File: src/rtl/pllseq_pkg.sv
package pllseq_pkg;

    localparam int REG_W = 16;
    localparam int M_W   = 6;
    localparam int N_W   = 4;
    localparam int M_MAX = 24;

    typedef struct packed {
        logic       pwr_on;
        logic       use_synth;
        logic       pump_hi;
        logic       supply_hi;
        logic [3:0] filt;
        logic [2:0] ncode;
        logic [4:0] mcode;
    } pll_cfg_t;

    typedef struct packed {
        logic cfg_bad;
        logic locked;
    } pll_stat_t;

    typedef enum logic [1:0] {
        AK_CTRL = 2'd0,
        AK_STAT = 2'd1,
        AK_NONE = 2'd2
    } addr_kind_t;

    function automatic logic [N_W-1:0] decode_n(input logic [2:0] code);
        if (code == 3'b111) return N_W'(1);
        return N_W'(code) + N_W'(2);
    endfunction

    function automatic logic [M_W-1:0] decode_m(input logic [4:0] code);
        return M_W'(code) + M_W'(2);
    endfunction

    function automatic logic m_illegal(input logic [4:0] code);
        return int'(decode_m(code)) > M_MAX;
    endfunction

endpackage

File: src/rtl/pll_cfg_reg.sv
module pll_cfg_reg
    import pllseq_pkg::*;
#(
    parameter int ADDR_W    = 2,
    parameter int CTRL_ADDR = 0,
    parameter int STAT_ADDR = 1
) (
    input  logic              clk,
    input  logic              rst,
    input  logic              wr_en,
    input  logic [ADDR_W-1:0] addr,
    input  logic [REG_W-1:0]  wr_data,
    input  logic              locked,
    output pll_cfg_t          cfg_q,
    output pll_cfg_t          cfg_d,
    output logic              restart,
    output logic              cfg_bad,
    output logic [REG_W-1:0]  rd_data
);

    addr_kind_t kind;
    pll_cfg_t   wcfg;
    pll_stat_t  stat;
    logic       ctrl_wr;

    always_comb begin
        if (addr == ADDR_W'(CTRL_ADDR))      kind = AK_CTRL;
        else if (addr == ADDR_W'(STAT_ADDR)) kind = AK_STAT;
        else                                 kind = AK_NONE;
    end

    assign wcfg    = pll_cfg_t'(wr_data);
    assign ctrl_wr = wr_en && (kind == AK_CTRL);
    assign cfg_d   = ctrl_wr ? wcfg : cfg_q;

    // Restart the lock-in interval on power-down or on a new M/N setting.
    assign restart = ctrl_wr && (!wcfg.pwr_on ||
                                 (wcfg.mcode != cfg_q.mcode) ||
                                 (wcfg.ncode != cfg_q.ncode));

    always_ff @(posedge clk) begin
        if (rst) begin
            cfg_q   <= '0;
            cfg_bad <= 1'b0;
        end else begin
            cfg_q <= cfg_d;
            if (ctrl_wr && m_illegal(wcfg.mcode)) cfg_bad <= 1'b1;
        end
    end

    assign stat.cfg_bad = cfg_bad;
    assign stat.locked  = locked;

    always_comb begin
        unique case (kind)
            AK_CTRL: rd_data = REG_W'(cfg_q);
            AK_STAT: rd_data = REG_W'(stat);
            default: rd_data = '0;
        endcase
    end

    assert_stat_write_ignored_R10: assert property (@(posedge clk) disable iff (rst)
        (wr_en && kind == AK_STAT) |=> $stable(cfg_q));

    assert_err_sticky_R9: assert property (@(posedge clk) disable iff (rst)
        cfg_bad |=> cfg_bad);

endmodule

File: src/rtl/pll_lock_timer.sv
module pll_lock_timer #(
    parameter int LOCK_CYCLES = 32
) (
    input  logic clk,
    input  logic rst,
    input  logic pwr_on_q,
    input  logic restart,
    output logic lock_d,
    output logic lock_q
);

    localparam int CNT_W = $clog2(LOCK_CYCLES + 1);
    localparam logic [CNT_W-1:0] LIMIT = CNT_W'(LOCK_CYCLES);

    logic [CNT_W-1:0] cnt_q, cnt_d;

    always_comb begin
        if (restart || !pwr_on_q) cnt_d = '0;
        else if (cnt_q == LIMIT)  cnt_d = cnt_q;
        else                      cnt_d = cnt_q + CNT_W'(1);
    end

    assign lock_d = (cnt_d == LIMIT);

    always_ff @(posedge clk) begin
        if (rst) begin
            cnt_q  <= '0;
            lock_q <= 1'b0;
        end else begin
            cnt_q  <= cnt_d;
            lock_q <= lock_d;
        end
    end

    assert_no_lock_unpowered_R6: assert property (@(posedge clk) disable iff (rst)
        !pwr_on_q |-> !lock_q);

    assert_cnt_in_range_R5: assert property (@(posedge clk) disable iff (rst)
        cnt_q <= LIMIT);

    assert_restart_drops_lock_R7: assert property (@(posedge clk) disable iff (rst)
        restart |=> !lock_q);

endmodule

File: src/rtl/pll_src_sel.sv
module pll_src_sel (
    input  logic clk,
    input  logic rst,
    input  logic use_synth_d,
    input  logic lock_d,
    output logic sel_q
);

    always_ff @(posedge clk) begin
        if (rst) sel_q <= 1'b0;
        else     sel_q <= use_synth_d && lock_d;
    end

endmodule

File: src/rtl/pll_ctl_seq.sv
module pll_ctl_seq
    import pllseq_pkg::*;
#(
    parameter int LOCK_CYCLES = 32,
    parameter int ADDR_W      = 2,
    parameter int CTRL_ADDR   = 0,
    parameter int STAT_ADDR   = 1
) (
    input  logic              clk,
    input  logic              rst,
    input  logic              wr_en,
    input  logic [ADDR_W-1:0] addr,
    input  logic [15:0]       wr_data,
    output logic [15:0]       rd_data,
    output logic              synth_pwr,
    output logic              pump_hi,
    output logic              supply_hi,
    output logic [3:0]        loop_filt,
    output logic [5:0]        mult_m,
    output logic [3:0]        div_n,
    output logic              pll_locked,
    output logic              clk_sel_synth,
    output logic              cfg_err
);

    pll_cfg_t cfg_q, cfg_d;
    logic     restart, lock_d, lock_q, sel_q, bad;

    pll_cfg_reg #(
        .ADDR_W   (ADDR_W),
        .CTRL_ADDR(CTRL_ADDR),
        .STAT_ADDR(STAT_ADDR)
    ) u_reg (
        .clk    (clk),
        .rst    (rst),
        .wr_en  (wr_en),
        .addr   (addr),
        .wr_data(wr_data),
        .locked (lock_q),
        .cfg_q  (cfg_q),
        .cfg_d  (cfg_d),
        .restart(restart),
        .cfg_bad(bad),
        .rd_data(rd_data)
    );

    pll_lock_timer #(.LOCK_CYCLES(LOCK_CYCLES)) u_timer (
        .clk     (clk),
        .rst     (rst),
        .pwr_on_q(cfg_q.pwr_on),
        .restart (restart),
        .lock_d  (lock_d),
        .lock_q  (lock_q)
    );

    pll_src_sel u_sel (
        .clk        (clk),
        .rst        (rst),
        .use_synth_d(cfg_d.use_synth),
        .lock_d     (lock_d),
        .sel_q      (sel_q)
    );

    assign synth_pwr     = cfg_q.pwr_on;
    assign pump_hi       = cfg_q.pump_hi;
    assign supply_hi     = cfg_q.supply_hi;
    assign loop_filt     = cfg_q.filt;
    assign mult_m        = decode_m(cfg_q.mcode);
    assign div_n         = decode_n(cfg_q.ncode);
    assign pll_locked    = lock_q;
    assign clk_sel_synth = sel_q;
    assign cfg_err       = bad;

    assert_sel_needs_lock_R8: assert property (@(posedge clk) disable iff (rst)
        clk_sel_synth |-> (pll_locked && cfg_q.use_synth));

    assert_lock_rise_powered_R5: assert property (@(posedge clk) disable iff (rst)
        $rose(pll_locked) |-> $past(synth_pwr) && synth_pwr);

    assert_n_range_R3: assert property (@(posedge clk) disable iff (rst)
        (div_n >= 4'd1) && (div_n <= 4'd8));

endmodule

File: config.mk
export PLATFORM = sky130hd
export DESIGN_NAME = pll_ctl_seq
export DESIGN_NICKNAME = d
export VERILOG_FILES = /design/src/rtl/pllseq_pkg.sv /design/src/rtl/pll_cfg_reg.sv /design/src/rtl/pll_lock_timer.sv /design/src/rtl/pll_src_sel.sv /design/src/rtl/pll_ctl_seq.sv
export SDC_FILE = /design/constraint.sdc
export NUM_CORES = 1
export LEC_CHECK = 0
export BUFFER_PORTS_ARGS = -buffer_cell sky130_fd_sc_hd__buf_2
export CAP_MARGIN = 20
export CORE_AREA = 2 2 58 60
export CTS_CLUSTER_DIAMETER = 40
export DETAILED_ROUTE_END_ITERATION = 12
export DIE_AREA = 0 0 60 62
export HOLD_SLACK_MARGIN = 0.1
export MAX_ROUTING_LAYER = met4
export PLACE_DENSITY = 0.84
export REMOVE_ABC_BUFFERS = 1
export SKIP_CTS_REPAIR_TIMING = 1
export SLEW_MARGIN = 20
export SYNTH_ARGS = -nofsm -noshare
export SYNTH_HDL_FRONTEND = slang
export SYNTH_SLANG_ARGS = --single-unit
File: constraint.sdc
create_clock -name clk -period 3 [get_ports clk]
set_input_delay 0.6 -clock clk [delete_from_list [all_inputs] [get_ports clk]]
set_output_delay 0.6 -clock clk [all_outputs]
set_load 0.01 [all_outputs]
======== After elaboration in Yosys (flattened, before gate mapping) ========
Cells that the tools add are included.
storage, ports and cells
  flip-flop bits (word level) ............. 25
  input bits .............................. 21
  logic and storage cells ................. 43
cells by class
  add/subtract/negate cells ............... 4
  $lt $le $gt $ge ......................... 1
  eq/ne operators ......................... 7
  mux-type cells .......................... 9
  reduce and logical (&&, ||, !) cells .... 11
operators with widths
  cell                 number
  $pmux 16 s2          1
  $mux 15              1
  $add 5x2->6 const B  2
  $eq 6x6->1 const B   2
  $mux 6               2
  $mux 4               2
  $add 6x1->6 const B  1
  $gt 6x5->1 const B   1
  $ne 5x5->1           1
  $add 3x2->4 const B  1
  $eq 2x1->1 const B   2
  $logic_and 1x1->1    4
  $logic_not 2->1      2
  $mux 2               2
  $eq 3x3->1 const B   1
  $logic_or 1x1->1     3
  $ne 3x3->1           1
  $logic_not 1->1      2
  $mux 1               1

======== Longest topological paths before layout ========
  word-level depth ........................ 10
  depth in mapped cells ................... 7
  depth with buffers taken out ............ 7

======== Cells and area by module ========
Synthesis repeated with hierarchy kept, for this count alone.
second synthesis, totals
  cell total of the unflattened synthesis .. 155
  area, all modules ....................... 1520.2 µm²
by module, submodules not included
  module          instances  cells an instance  area each (µm²)  seq. area each (µm²)
  pll_cfg_reg     1          95                 987.2            340.3
  pll_lock_timer  1          46                 415.4            140.1
  pll_ctl_seq     1          12                 88.8             0.0
  pll_src_sel     1          2                  28.8             20.0

======== Least setup slack after synthesis ========
OpenSTA, ideal clock, no wires.
  path kind ............................... input port to output port
  start point ............................. input addr[0]
  end point ............................... output rd_data[10]
  data arrival time ....................... 1320 ps
  setup slack ............................. 1080 ps
  cell stages on the path ................. 4
  path buffers ............................ 2
  cells stage by stage .................... buf_2 > nor2_1 > clkbuf_1 > and2_1
between the ends
  longest elaborated chain between the ends .. 5
ends and longest elaborated chain
  item                                           RTL line           text
  start: declaration                             pll_ctl_seq.sv:12  input logic [ADDR_W-1:0] addr,
  $eq 2x1->1                                     pll_cfg_reg.sv:28  else if (addr == ADDR_W'(STAT_ADDR)) kind = AK_STAT;
  $mux 2                                         pll_cfg_reg.sv:28
  $mux 2 (*)                                     pll_cfg_reg.sv:27  if (addr == ADDR_W'(CTRL_ADDR)) kind = AK_CTRL;
  $eq 2x1->1 or $logic_not 2->1 (tied branches)  pll_cfg_reg.sv:55  unique case (kind)
  $pmux 16 s2 (*)                                pll_cfg_reg.sv:55
  end: declaration                               pll_ctl_seq.sv:14  output logic [15:0] rd_data,
Every way passes the cells marked *; elsewhere a longest branch is shown, timed or not.

======== Worst setup path in the final report ========
  start point ............................. input addr[1]
  end point ............................... output rd_data[15]
Same word-level chain as after synthesis.

==> flow_metrics.py <==
metrics = {
    "status": {
        "outcome": "finished clean",
    },
    "pwr": {
        "internal_power_w": 0.000424,
        "combPwrFrac_pct": 13.7,
        "p_sw_share_pct": 26.3,
        "clkPwrFrac_pct": 25.9,
        "irDropWorstVdd_mv": 0.235,
        "p_total_w": 0.000575,
        "power.density_nw_per_um2": 337,
        "p_leak_nw": 0.790,
        "power.share.sequential_pct": 60.4,
        "power_switching_w": 0.000151,
    },
    "min_path": {
        "hold_path.class": "reg -> reg",
    },
    "floorplan": {
        "rows": 21,
        "die_height_um": 62,
        "dieArea_sq_um": 3720,
        "coreArea_sq_um": 3180,
        "initial_core_util_pct": 44.3,
        "ioPinCount": 57,
        "die_width_um": 60,
    },
    "cells_and_area": {
        "area_growth_pct": 21.2,
        "final_util_pct": 53.7,
        "multi_input_area_sq_um": 807,
        "finalInstanceArea_sq_um": 1710,
        "layout-drive-gt1-share_pct": 29.5,
        "nets": 251,
        "nFillCells": 319,
        "n_antenna_cell": 0,
        "seq_area_sq_um": 500,
    },
    "yosys": {
        "yosys_most_used_dff": "dfxtp_1",
        "netlist_area_sq_um": 1410,
        "ys_types": 31,
        "netlist_top_cells_area": "dfxtp_1, nand2_1, xor2_1",
        "synth.most_common_cell": "nand2_1",
        "synthCells": 176,
        "ys_seq_area_share_pct": 35.6,
        "yosysTopAreaCellShare_pct": 35.6,
        "syn_avg_cell_area_sq_um": 8.00,
        "synthArstFlopShare_pct": 0,
        "netlist_top_cells_count": "nand2_1, dfxtp_1, a21oi_1, and2_1, nor2_1",
        "synth-seq-cells": 25,
        "yosysTopAreaCell": "dfxtp_1",
        "synth_edf_count": 0,
        "synth_warnings": 0,
    },
    "setup_path": {
        "critPathCaptureType": "primary output",
        "required_ns": 2.40,
        "critPathMaxFanout": 14,
        "crit_arrival_ns": 1.67,
        "critPathLaunchType": "input port",
        "crit_type": "in -> out",
    },
    "detailed_routing": {
        "drt-pass1-iter-count": 3,
        "wirelength_um": 2970,
        "antenna_left": 0,
        "vias": 1290,
        "detail_route.drc_violations": 0,
        "drt_iter0_markers": 42,
        "wl_per_cell_um": 11.0,
        "viasPerCell": 4.78,
    },
    "clocking": {
        "cts_tree": "yes",
        "root_buffer": "clkbuf_4",
        "clock_latency_ns": 0.31,
        "clkTransAtPathRegs_ns": 0.14,
        "clockBufferDepth": 2,
        "h-tree-depth": 1,
        "cts_made_buffers": 3,
        "numClockSinks": 25,
    },
    "global_route": {
        "grt_start_max_net_pins": 20,
        "grt_use_total_pct": 17.4,
        "antenna_found_initial": 0,
        "grt_pass1_vias": 1082,
        "grt_first_pass_wirelength_um": 4700,
        "grt_overflow_total": 0,
    },
    "timing": {
        "period_share_pct": 75.6,
        "slew_viol_final": 0,
        "final-hold-violation-count": 0,
        "fin_worst_skew_ns": 0.00378,
        "rsz0062_at_grt": "false",
        "min_period_ns": 2.27,
        "max_freq_ghz": 0.441,
        "tightest_slew_ns": 0.732,
        "setup_tns_ns": 0,
        "setup_viol": 0,
        "hold_ws_ns": 0.470,
        "relSlewSlack_pct": 51.0,
    },
    "placed_design": {
        "port_buffers": 56,
        "place_area_sq_um": 1680,
        "place_hpwl_um": 2300,
        "routabilityCongestion": 0.818,
    },
    "run": {
        "cap_viol_max_count": 0,
    },
}
==> placed cells by master, fill, tap and decap left out, drive strengths merged, types with 4 or more instances in the layout <==
cell,n
nand2,37
xor2,12
ha,5
and2,14
nor3,4
dfxtp,25
xnor2,5
nand3,4
a21oi,18
inv,5
buf,58
nor2,14
==> worst paths after layout <==
check / depth (start not counted) / slack [ns] / from / to
setup / recovery: 4 / 0.73 / addr[1] / rd_data[15]
setup reg to reg: 6 / 1.30 / u_timer.cnt_q[0] / u_sel.sel_q
hold reg to reg: 2 / 0.47 / u_reg.cfg_q[9] / u_reg.cfg_q[9]
hold / removal: 2 / 0.47 / u_reg.cfg_q[9] / u_reg.cfg_q[9]
==> flip-flops by register name (all words and copies together), names as in the netlist <==
signal	count
u_reg.cfg_bad	1
u_reg.cfg_q	16
u_sel.sel_q	1
u_timer.cnt_q	6
u_timer.lock_q	1
==> layout make-up <==
class,count,area share [%]
clock inverter,1,0.293
sequential,25,29.3
tap,46,3.37
clock buffer,3,1.32
timing repair buffer,58,17.3
multi-input combinational,132,47.3
inverter,5,1.10
==> power by group through the flow <==
stage               Combinational [W]  Sequential [W]  Clock [W]
floorplan                   0.0000363        0.000356          0
global placement            0.0000766        0.000355          0
detailed placement          0.0000787        0.000355          0
CTS                         0.0000793        0.000348   0.000152
global route                0.0000879        0.000349   0.000170
finish                      0.0000786        0.000348   0.000149
==> critical path, cell delays in order <==
cell,delay (ns)
buf_2,0.14
nor2_1,0.58
and2_1,0.22
buf_2,0.12
==> cells by family after synthesis <==
kind of cell,Yosys count,synth area share [%]
xor gates and xnor gates,17,10.6
DFF,25,35.6
and+or+nand+nor,83,30.7
adders and majority gates,6,5.16
AOI/OAI and AO/OA,23,8.80
muxes,3,2.13
buffers and inverters,19,7.11
==> layer usage <==
metal | GRT usage [%] | routed length, um | part of all wire (%)
met5 | - | 0 | 0
met4 | 6.35 | 29 | 0.98
met3 | 2.90 | 116 | 3.9
met2 | 29.0 | 1480 | 50
met1 | 21.1 | 1350 | 45
==> stage by stage <==
stage	cells	setup WS (ns)
floorplan	162	1.13
global placement	266	0.766
detailed placement	266	0.729
CTS	270	0.726
global route	270	0.647
finish	270	0.733
No activity file was read; power rests on OpenSTA's default activity.
